<file path="src/rtl/bp_pkg.sv">
package bp_pkg;

    // Which source drives the backplane output
    typedef enum logic {
        SRC_EXT = 1'b0,
        SRC_INT = 1'b1
    } bp_src_e;

endpackage

</file>
<file path="src/rtl/bp_sync.sv">
// Multi-stage synchronizer for a vector of asynchronous inputs.
module bp_sync #(
    parameter int WIDTH  = 1,
    parameter int STAGES = 2
) (
    input  logic             clk,
    input  logic             rst_n,
    input  logic [WIDTH-1:0] d,
    output logic [WIDTH-1:0] q
);

    typedef struct packed {
        logic [STAGES-1:0][WIDTH-1:0] pipe;
    } sync_state_t;

    sync_state_t st_d, st_q;

    always_comb begin
        st_d = st_q;
        st_d.pipe[0] = d;
        for (int i = 1; i < STAGES; i++) begin
            st_d.pipe[i] = st_q.pipe[i-1];
        end
    end

    always_ff @(posedge clk or negedge rst_n) begin
        if (!rst_n) begin
            st_q <= '0;
        end else begin
            st_q <= st_d;
        end
    end

    assign q = st_q.pipe[STAGES-1];

endmodule

</file>
<file path="src/rtl/bp_osc_div.sv">
// Detects rising edges of the synchronized oscillator, latches the source
// selection on the first one, and counts edges for the divider.
module bp_osc_div
    import bp_pkg::*;
#(
    parameter int CNT_W = 4
) (
    input  logic             clk,
    input  logic             rst_n,
    input  logic             osc_s,
    output bp_src_e          src,
    output logic [CNT_W-1:0] cnt,
    output bp_src_e          src_next,
    output logic [CNT_W-1:0] cnt_next
);

    typedef struct packed {
        logic             osc_prev;
        bp_src_e          src;
        logic [CNT_W-1:0] cnt;
    } div_state_t;

    div_state_t st_d, st_q;
    logic       osc_rise;

    always_comb begin
        st_d          = st_q;
        osc_rise      = osc_s & ~st_q.osc_prev;
        st_d.osc_prev = osc_s;
        if (osc_rise) begin
            st_d.src = SRC_INT;
            st_d.cnt = st_q.cnt + 1'b1;
        end
    end

    always_ff @(posedge clk or negedge rst_n) begin
        if (!rst_n) begin
            st_q <= '{osc_prev: 1'b0, src: SRC_EXT, cnt: '0};
        end else begin
            st_q <= st_d;
        end
    end

    assign src      = st_q.src;
    assign cnt      = st_q.cnt;
    assign src_next = st_d.src;
    assign cnt_next = st_d.cnt;

endmodule

</file>
<file path="src/rtl/bp_source_sel.sv">
module bp_source_sel
    import bp_pkg::*;
#(
    parameter int SYNC_STAGES = 2,
    parameter int DIV_LOG2    = 4
) (
    input  logic clk,
    input  logic rst_n,
    input  logic osc_in,
    input  logic bpl_in,
    output logic bpl_out
);

    localparam int SYNC_W = 2;
    localparam int MSB    = DIV_LOG2 - 1;

    logic [SYNC_W-1:0]   raw_in, sync_out;
    logic                osc_s, bpl_s;
    bp_src_e             src_q, src_d;
    logic [DIV_LOG2-1:0] div_cnt, cnt_d;
    logic                sel_int;

    typedef struct packed {
        logic out;
    } out_state_t;

    out_state_t st_d, st_q;

    assign raw_in = {bpl_in, osc_in};

    bp_sync #(
        .WIDTH (SYNC_W),
        .STAGES(SYNC_STAGES)
    ) u_sync (
        .clk  (clk),
        .rst_n(rst_n),
        .d    (raw_in),
        .q    (sync_out)
    );

    assign osc_s = sync_out[0];
    assign bpl_s = sync_out[1];

    bp_osc_div #(
        .CNT_W(DIV_LOG2)
    ) u_div (
        .clk     (clk),
        .rst_n   (rst_n),
        .osc_s   (osc_s),
        .src     (src_q),
        .cnt     (div_cnt),
        .src_next(src_d),
        .cnt_next(cnt_d)
    );

    assign sel_int = (src_q == SRC_INT);

    always_comb begin
        st_d = st_q;
        if (src_d == SRC_INT) begin
            st_d.out = cnt_d[MSB];
        end else begin
            st_d.out = bpl_s;
        end
    end

    always_ff @(posedge clk or negedge rst_n) begin
        if (!rst_n) begin
            st_q <= '0;
        end else begin
            st_q <= st_d;
        end
    end

    assign bpl_out = st_q.out;

endmodule

</file>
<file path="config.mk">
export PLATFORM = sky130hd
export DESIGN_NAME = bp_source_sel
export DESIGN_NICKNAME = d
export VERILOG_FILES = /design/src/rtl/bp_pkg.sv /design/src/rtl/bp_sync.sv /design/src/rtl/bp_osc_div.sv /design/src/rtl/bp_source_sel.sv
export SDC_FILE = /design/constraint.sdc
export NUM_CORES = 1
export LEC_CHECK = 0
export ABC_AREA = 0
export BUFFER_PORTS_ARGS = -buffer_cell sky130_fd_sc_hd__buf_2
export CORE_AREA = 4 4 46 48
export DETAILED_ROUTE_END_ITERATION = 16
export DIE_AREA = 0 0 50 52
export PLACE_DENSITY = 0.37
export SYNTH_ARGS = -nofsm -noshare
export SYNTH_HDL_FRONTEND = slang
export SYNTH_HIERARCHICAL = 1
export SYNTH_SLANG_ARGS = --single-unit
</file>
<file path="constraint.sdc">
create_clock -name clk -period 3.6 [get_ports clk]
set_input_delay 0.18 -clock clk [delete_from_list [all_inputs] [get_ports clk]]
set_output_delay 0.18 -clock clk [all_outputs]
set_load 0.02 [all_outputs]
</file>
Word-level counts from Yosys, hierarchy flattened:

Index checks and enable logic that the tools add are counted.

* input bits: 4
* output and inout bits: 1
* register bits: 11
* logic and storage cells: 12

* $add $sub $neg: 1
* mux-type cells: 2
* bitwise logic cells: 2

Operators with widths (count)
* two-way mux 5 bit: 1
* adder 4 x 1 -> 4 bit, second input constant: 1
* AND 1 bit: 1
* two-way mux 1 bit: 1
* inverter 1 bit: 1

Logic depth before layout (Yosys ltp):

Gate-level depths: netlist (run 1).

* word-level depth: 4
* gate-level depth with buffers: 4

Cells and area by module:

Netlist (run 1), hierarchy kept.

By module, submodules not included
* bp_osc_div: area an instance 260.2 um^2, cells each 19, seq. area each 150.1 um^2, times used 1
* bp_sync: area an instance 100.1 um^2, cells each 4, seq. area each 100.1 um^2, times used 1
* bp_source_sel: area an instance 40.0 um^2, cells each 2, seq. area each 25.0 um^2, times used 1

Worst setup path before layout (run 1):

OpenSTA, ideal clock, no wires.

* path kind: register to register
* start: reg u_sync.st_q (netlist bit u_sync/q[0])
* end: reg st_q, in the netlist bpl_out
* setup time: 125 ps
* buffers on the path: 0
* cell stages (with the launch flop): 4
* data required time: 3475 ps
* slack: 2416 ps
* data arrival time: 1059 ps
* clock period less this slack: 1184 ps
* cells stage by stage: dfrtp_1 -> nor2b_4 -> or2_2 -> mux2_4

* cells in the longest elaborated chain, start to end: 3

RTL lines
* start: declaration: line bp_sync.sv:16 `sync_state_t st_d, st_q;`
* start signal: assignment: line bp_sync.sv:30 `st_q <= st_d;`
* AND 1 bit: line bp_osc_div.sv:28 `osc_rise = osc_s & ~st_q.osc_prev;`
* two-way mux 5 bit: line bp_osc_div.sv:30 `if (osc_rise) begin`
* named net src_d: line bp_source_sel.sv:19 `bp_src_e src_q, src_d;`
* two-way mux 1 bit: line bp_source_sel.sv:60 `if (src_d == SRC_INT) begin`
* named net st_d: line bp_source_sel.sv:27 `out_state_t st_d, st_q;`
* end signal: assignment: line bp_source_sel.sv:71 `st_q <= st_d;`
* end: declaration: line bp_source_sel.sv:27

The timed path passes the listed nets, and every way through them passes these cells.
A chain may end at the register's enable or synchronous reset.

Worst setup path in the final report (run 1):

Same ends and word-level chain as after synthesis.

==> insert_results.sql, run 1 <==
INSERT INTO impl_metrics (metric_group, metric, value, unit) VALUES
('timing', 'slew_headroom', '0.837', ''),
('final_layout', 'finalNetCount', '36', ''),
('global_routing', 'grt_start_max_net_pins', '12', ''),
('synthesis', 'synthCells', '21', ''),
('global_routing', 'grt_pass1_wl', '903', 'um'),
('synthesis', 'avgSynthCellArea', '17.6', 'um^2'),
('power_and_ir_drop', 'switching_power', '0.0861', 'mW'),
('flow_run', 'drv.max_cap_violation_count', '0', ''),
('worst_setup_path', 'worst-endpoint-required', '3750', 'ps'),
('final_layout', 'nFillCells', '181', ''),
('worst_setup_path', 'cp_max_fo', '5', ''),
('routing', 'drt_iter0_markers', '0', ''),
('final_layout', 'post_route_cells_drive_above_1_share', '0.367', ''),
('timing', 'finClkSkew', '2.26', 'ps'),
('worst_setup_path', 'worst_r2r_startpoint', 'u_sync/q[0]', ''),
('routing', 'vias_per_cell', '3.31', ''),
('timing', 'fin_crit', '1250', 'ps'),
('final_layout', 'area.growth.synth_to_final', '23.6', '%'),
('timing', 'setup_viol_count_final', '0', ''),
('routing', 'wire_per_inst', '9.51', 'um'),
('die', 'die_x', '50', 'um'),
('power_and_ir_drop', 'report.power.total', '0.320', 'mW'),
('placement', 'port-buffer-count', '4', ''),
('routing', 'drt.antenna.violating_nets', '0', ''),
('placement', 'placement.cell_area', '422', 'um^2'),
('die', 'core', '1710', 'um^2'),
('cts', 'cts_tree', 'done', ''),
('status', 'outcome', 'completed', ''),
('power_and_ir_drop', 'power_frac_comb', '0.198', ''),
('power_and_ir_drop', 'internal_power', '0.234', 'mW'),
('synthesis', 'mappedNetlistNets', '26', ''),
('timing', 'finalHoldViolations', '0', ''),
('power_and_ir_drop', 'total_leakage_power', '0.202', 'nW'),
('placement', 'placedCellCount', '50', ''),
('global_routing', 'busiest_layer', 'met2', ''),
('global_routing', 'total_grt_overflow', '0', ''),
('final_layout', 'multi_input_gate_area', '95.1', 'um^2'),
('power_and_ir_drop', 'power.clock.fraction', '0.258', ''),
('die', 'initial_utilization', '0.217', ''),
('global_routing', 'gr-usage-met1', '0.0480', ''),
('global_routing', 'gr-usage-all-layers', '0.0491', ''),
('power_and_ir_drop', 'netSwitchingFraction', '0.269', ''),
('power_and_ir_drop', 'powerDensity', '699', 'nW/um^2'),
('power_and_ir_drop', 'max-vdd-ir-drop', '0.188', 'mV'),
('die', 'fp.dieArea', '2600', 'um^2'),
('global_routing', 'grtUsageMet3', '0.00860', ''),
('cts', 'ctsRootBufferMaster', 'sky130_fd_sc_hd__clkbuf_4', ''),
('cts', 'cts.path.max_buffers', '2', ''),
('die', 'die-height', '52', 'um'),
('worst_setup_path', 'crit_type', 'reg2reg', ''),
('timing', 'tightest_slew', '244', 'ps'),
('die', 'ios', '5', ''),
('timing', 'maxClockFrequency', '801', 'MHz'),
('cts', 'clock_sinks', '11', ''),
('routing', 'dr_total_vias', '182', ''),
('final_layout', 'insertedDiodeCount', '0', ''),
('global_routing', 'initial_antenna_violation_count', '0', ''),
('synthesis', 'yosysWarnings', '6', ''),
('die', 'placement_rows', '15', ''),
('global_routing', 'gr-usage-met2', '0.0761', ''),
('cts', 'cts_buffers', '3', ''),
('hold_path', 'type_of_the_tightest_min_delay_check', 'in2reg', ''),
('routing', 'first_pass_iters', '1', ''),
('global_routing', 'grt_pass1_vias', '212', ''),
('cts', 'cts.repair.resized', '0', ''),
('worst_setup_path', 'timing.critical_path.to_type', 'flop', ''),
('worst_setup_path', 'critPathLaunch', 'u_sync/q[0]', ''),
('final_layout', 'ff_latch_area', '275', 'um^2'),
('power_and_ir_drop', 'power.sequential.fraction', '0.544', ''),
('timing', 'final_min_period_over_clock_period', '0.347', ''),
('cts', 'htree_levels', '1', ''),
('final_layout', 'final_design_area_no_fill', '458', 'um^2'),
('worst_setup_path', 'cp-start-kind', 'flop', ''),
('routing', 'post_detailed_route_drc_marker_count', '0', ''),
('hold_path', 'hp-start', 'bpl_in', ''),
('placement', 'gp_congestion', '0.662', ''),
('timing', 'fin_setup_tns', '0', 'ps'),
('timing', 'slew_viol_final', '0', ''),
('worst_setup_path', 'arrival', '1400', 'ps'),
('routing', 'routed_wl', '523', 'um'),
('cts', 'cts.reportedPaths.clkPinSlew', '70', 'ps'),
('cts', 'worstSkewPairLatency', '260', 'ps'),
('timing', 'grt_setup_unrepaired', 'no', ''),
('final_layout', 'final-instance-count-excl-fill', '55', ''),
('synthesis', 'synth_area', '370', 'um^2');
## power groups by stage
stage          Combinational (mW)  Clock [mW]  Sequential, mW
6_report                   0.0635      0.0825           0.174
5_1_grt                    0.0702      0.0871           0.177
4_1_cts                    0.0652      0.0848           0.176
3_5_place_dp               0.0639           0           0.178
3_3_place_gp               0.0608           0           0.176
2_1_floorplan              0.0404           0           0.181
## layout by cell type, fill, tap and decap left out, types with 2 or more instances in the layout
cell / instances
sky130_fd_sc_hd__clkbuf_4: 3
sky130_fd_sc_hd__dfrtp_1: 11
sky130_fd_sc_hd__xnor2_1: 2
sky130_fd_sc_hd__buf_2: 4
## area by class of cell
cell class	instances	area share
multi-input cells	10	0.208
well taps	25	0.0683
flip-flops and latches	11	0.601
clock buffers	4	0.0574
repair buffers	5	0.0656
## worst paths after layout
check,endpoint,slack [ps],cells after the start
max reg2reg,bpl_out,2350,3
min in group asynchronous,u_sync/q[1],300,2
max,bpl_out,2350,3
max in group asynchronous,u_div/cnt[1],3100,2
min reg2reg,u_sync/q[1],360,0
min,u_sync/st_d[3],20,1
## state kept, by name, indices dropped and copies added (netlist names)
name / cells
bpl_out: 1
u_div/cnt: 4
u_sync/q: 2
u_div/src: 1
u_sync/st_d: 2
u_div/st_q: 1
## timing repair
item | in CTS | in global routing
endpoints found under the hold margin | 11 | 0
setup buffers | 0 | 0
hold buffers | 1 | 0
endpoints found under the setup margin | 0 | 0
## metal layers
layer | vias up | wire length [um]
met4 | 0 | 16
met1 | 89 | 225
met3 | 2 | 16
met5 | - | 0
met2 | 6 | 265
li1 | 85 | -
## through the flow
stage	hold slack [ps]	worst slack (ps)	utilization
2_1_floorplan	-116	2420	-
5_1_grt	12.2	2280	0.268
6_report	18.0	2350	0.268
3_3_place_gp	51.4	2350	0.247
4_1_cts	12.1	2320	0.268
3_5_place_dp	57.8	2330	0.247
## worst max-delay path, stage by stage, from the launching register on
cell,delay [ps]
sky130_fd_sc_hd__dfrtp_1,390
sky130_fd_sc_hd__nor2b_4,150
sky130_fd_sc_hd__or2_2,300
sky130_fd_sc_hd__mux2_4,300
(Power assumes the default switching activity.)
==> run 2, diff against run 1 <==
--- a/config.mk
+++ b/config.mk
@@ -10,7 +10,7 @@
 export CORE_AREA = 4 4 46 48
 export DETAILED_ROUTE_END_ITERATION = 16
 export DIE_AREA = 0 0 50 52
-export PLACE_DENSITY = 0.37
+export PLACE_DENSITY = 0.38
 export SYNTH_ARGS = -nofsm -noshare
 export SYNTH_HDL_FRONTEND = slang
 export SYNTH_HIERARCHICAL = 1
==> constraint.sdc (replaced) <==
create_clock -name clk -period 1.1 [get_ports clk]
set_input_delay 0.055 -clock clk [delete_from_list [all_inputs] [get_ports clk]]
set_output_delay 0.055 -clock clk [all_outputs]
set_load 0.02 [all_outputs]
==> insert_results.sql, run 2 (synthesis gave the netlist of run 1 again) <==
INSERT INTO impl_metrics (metric_group, metric, value, unit) VALUES
('worst_setup_path', 'r2r-end', 'bpl_out', ''),
('worst_setup_path', 'worst_r2r_startpoint', 'u_div/st_q[5]', ''),
('worst_setup_path', 'critical_path.endpoint', 'bpl_out', ''),
('timing', 'grt_setup_unrepaired', 'yes', ''),
('global_routing', 'grt_pass1_wl', '938', 'um'),
('timing', 'setup_viol_count_final', '2', ''),
('global_routing', 'gr-usage-all-layers', '0.0545', ''),
('global_routing', 'initial_antenna_violation_count', '0', ''),
('die', 'fp.dieArea', '2600', 'um^2'),
('routing', 'first_pass_iters', '4', ''),
('routing', 'post_detailed_route_drc_marker_count', '0', ''),
('final_layout', 'insertedDiodeCount', '0', ''),
('timing', 'finalHoldViolations', '0', ''),
('final_layout', 'finalNetCount', '41', ''),
('die', 'die-height', '52', 'um'),
('cts', 'cts.path.max_buffers', '2', ''),
('timing', 'maxClockFrequency', '839', 'MHz'),
('routing', 'routed_wl', '568', 'um'),
('routing', 'drt.antenna.violating_nets', '0', ''),
('final_layout', 'layout.cells.most_common_list', 'sky130_fd_sc_hd__dfrtp_1 (11), sky130_fd_sc_hd__buf_2 (4), sky130_fd_sc_hd__clkbuf_4 (3), sky130_fd_sc_hd__dlygate4sd3_1 (3)', ''),
('global_routing', 'grt_pass1_vias', '223', ''),
('die', 'initial_utilization', '0.217', ''),
('cts', 'worstSkewPairLatency', '260', 'ps'),
('die', 'core', '1710', 'um^2'),
('hold_path', 'type_of_the_tightest_min_delay_check', 'in2async', ''),
('timing', 'final_min_period_over_clock_period', '1.08', ''),
('routing', 'drt_iter0_markers', '7', ''),
('timing', 'fin_crit', '1190', 'ps'),
('cts', 'htree_levels', '1', ''),
('timing', 'finClkSkew', '5.44', 'ps'),
('status', 'failed_checks', 'negative setup slack', ''),
('power_and_ir_drop', 'max-vdd-ir-drop', '0.598', 'mV'),
('die', 'ios', '5', ''),
('worst_setup_path', 'worst-endpoint-required', '1250', 'ps'),
('global_routing', 'total_grt_overflow', '0', ''),
('final_layout', 'area.growth.synth_to_final', '36.8', '%'),
('worst_setup_path', 'cp-start-kind', 'flop', ''),
('worst_setup_path', 'crit_type', 'reg2reg', ''),
('final_layout', 'post_route_cells_drive_above_1_share', '0.400', ''),
('die', 'die_x', '50', 'um'),
('worst_setup_path', 'cp_max_fo', '3', ''),
('die', 'placement_rows', '15', ''),
('worst_setup_path', 'arrival', '1340', 'ps'),
('worst_setup_path', 'worst_r2r_path_depth', '4', ''),
('timing', 'slew_headroom', '0.832', ''),
('timing', 'slew_viol_final', '0', ''),
('power_and_ir_drop', 'powerDensity', '2160', 'nW/um^2'),
('placement', 'port-buffer-count', '4', ''),
('routing', 'wire_per_inst', '9.47', 'um'),
('cts', 'cts_buffers', '3', ''),
('power_and_ir_drop', 'total_leakage_power', '0.228', 'nW'),
('cts', 'ctsRootBufferMaster', 'sky130_fd_sc_hd__clkbuf_4', ''),
('final_layout', 'fin_util', '0.297', ''),
('timing', 'tightest_slew', '252', 'ps'),
('final_layout', 'flip_flop_count_of_the_largest_register_all_copies_and_words_added', '4', ''),
('worst_setup_path', 'timing.critical_path.to_type', 'flop', ''),
('timing', 'final_critical_path_setup_slack', '-92.2', 'ps'),
('routing', 'dr_total_vias', '206', ''),
('placement', 'gp_congestion', '0.674', ''),
('worst_setup_path', 'critPathLaunch', 'u_div/st_q[5]', ''),
('cts', 'clock_sinks', '11', ''),
('worst_setup_path', 'worst_reg_to_reg_setup_slack', '-90', 'ps'),
('power_and_ir_drop', 'report.power.total', '1.09', 'mW'),
('global_routing', 'grt_start_max_net_pins', '12', ''),
('placement', 'pre_cts_slack', '-87.4', 'ps'),
('status', 'outcome', 'complete, but fails checks', ''),
('cts', 'cts_tree', 'done', ''),
('flow_run', 'drv.max_cap_violation_count', '0', ''),
('final_layout', 'most_common_library_cell_in_the_layout_ignoring_fill_and_taps', 'sky130_fd_sc_hd__dfrtp_1', ''),
('routing', 'vias_per_cell', '3.43', ''),
('cts', 'cts.reportedPaths.clkPinSlew', '70', 'ps');
run 2: metrics by stage:
stage | hold slack, ps | instance area [um^2] | cells | TNS, ps
after floorplan | -241 | 373 | 21 | -44.4
after global placement | -71.1 | 432 | 51 | -60.7
after detailed placement | -64.8 | 432 | 51 | -87.4
after CTS | 177 | 495 | 59 | -91.9
after global routing | 210 | 507 | 60 | -360
final | 185 | 507 | 60 | -161
run 2: worst max-delay path, stage by stage, from the launching register on:
cell and delay, ps:
sky130_fd_sc_hd__dfrtp_1 400, sky130_fd_sc_hd__nor2b_4 130, sky130_fd_sc_hd__nand4_1 120, sky130_fd_sc_hd__xnor2_1 170
sky130_fd_sc_hd__mux2_4 260
run 2: area by class of cell:
type	instances	area [um^2]
multi-input cells	10	97.6
fillers	174	1200
repair buffers	10	76.3
clock buffers	4	26.3
well taps	25	31.3
flip-flops and latches	11	275
run 2: worst min-delay path by stage:
stage / from / to / slack (ps) / cells past startpoint
finish: rst_n / u_div/cnt[1] / 180 / 2
CTS: rst_n / u_div/cnt[1] / 180 / 2
detailed placement: rst_n / u_div/cnt[1] / -60 / 1
global placement: rst_n / u_div/cnt[0] / -70 / 1
global route: rst_n / u_sync/st_d[2] / 210 / 2
floorplan: rst_n / bpl_out / -240 / 0
run 2: report_power, final:
part	switching [mW]	total, mW	internal, mW
logic	0.101	0.253	0.152
registers	0.0657	0.574	0.509
clock network	0.127	0.267	0.140
total	0.294	1.09	0.801
run 2: timing repair:
item                                    CTS  global route
gates cloned                              0             0
endpoints found under the setup margin    2             3
pin swaps                                 1             0
setup buffers                             1             1
hold endpoints to repair                 13             0
gates resized for setup                   0             1
hold buffers                              3             0
run 2: routing by layer:
metal | vias to the layer above | wire length [um] | global-route usage
met1 | 102 | 237 | 0.0479
met3 | 0 | 32 | 0.0258
met4 | 0 | 0 | 0.0553
met5 | - | 0 | 0
met2 | 8 | 298 | 0.0891
li1 | 96 | - | -
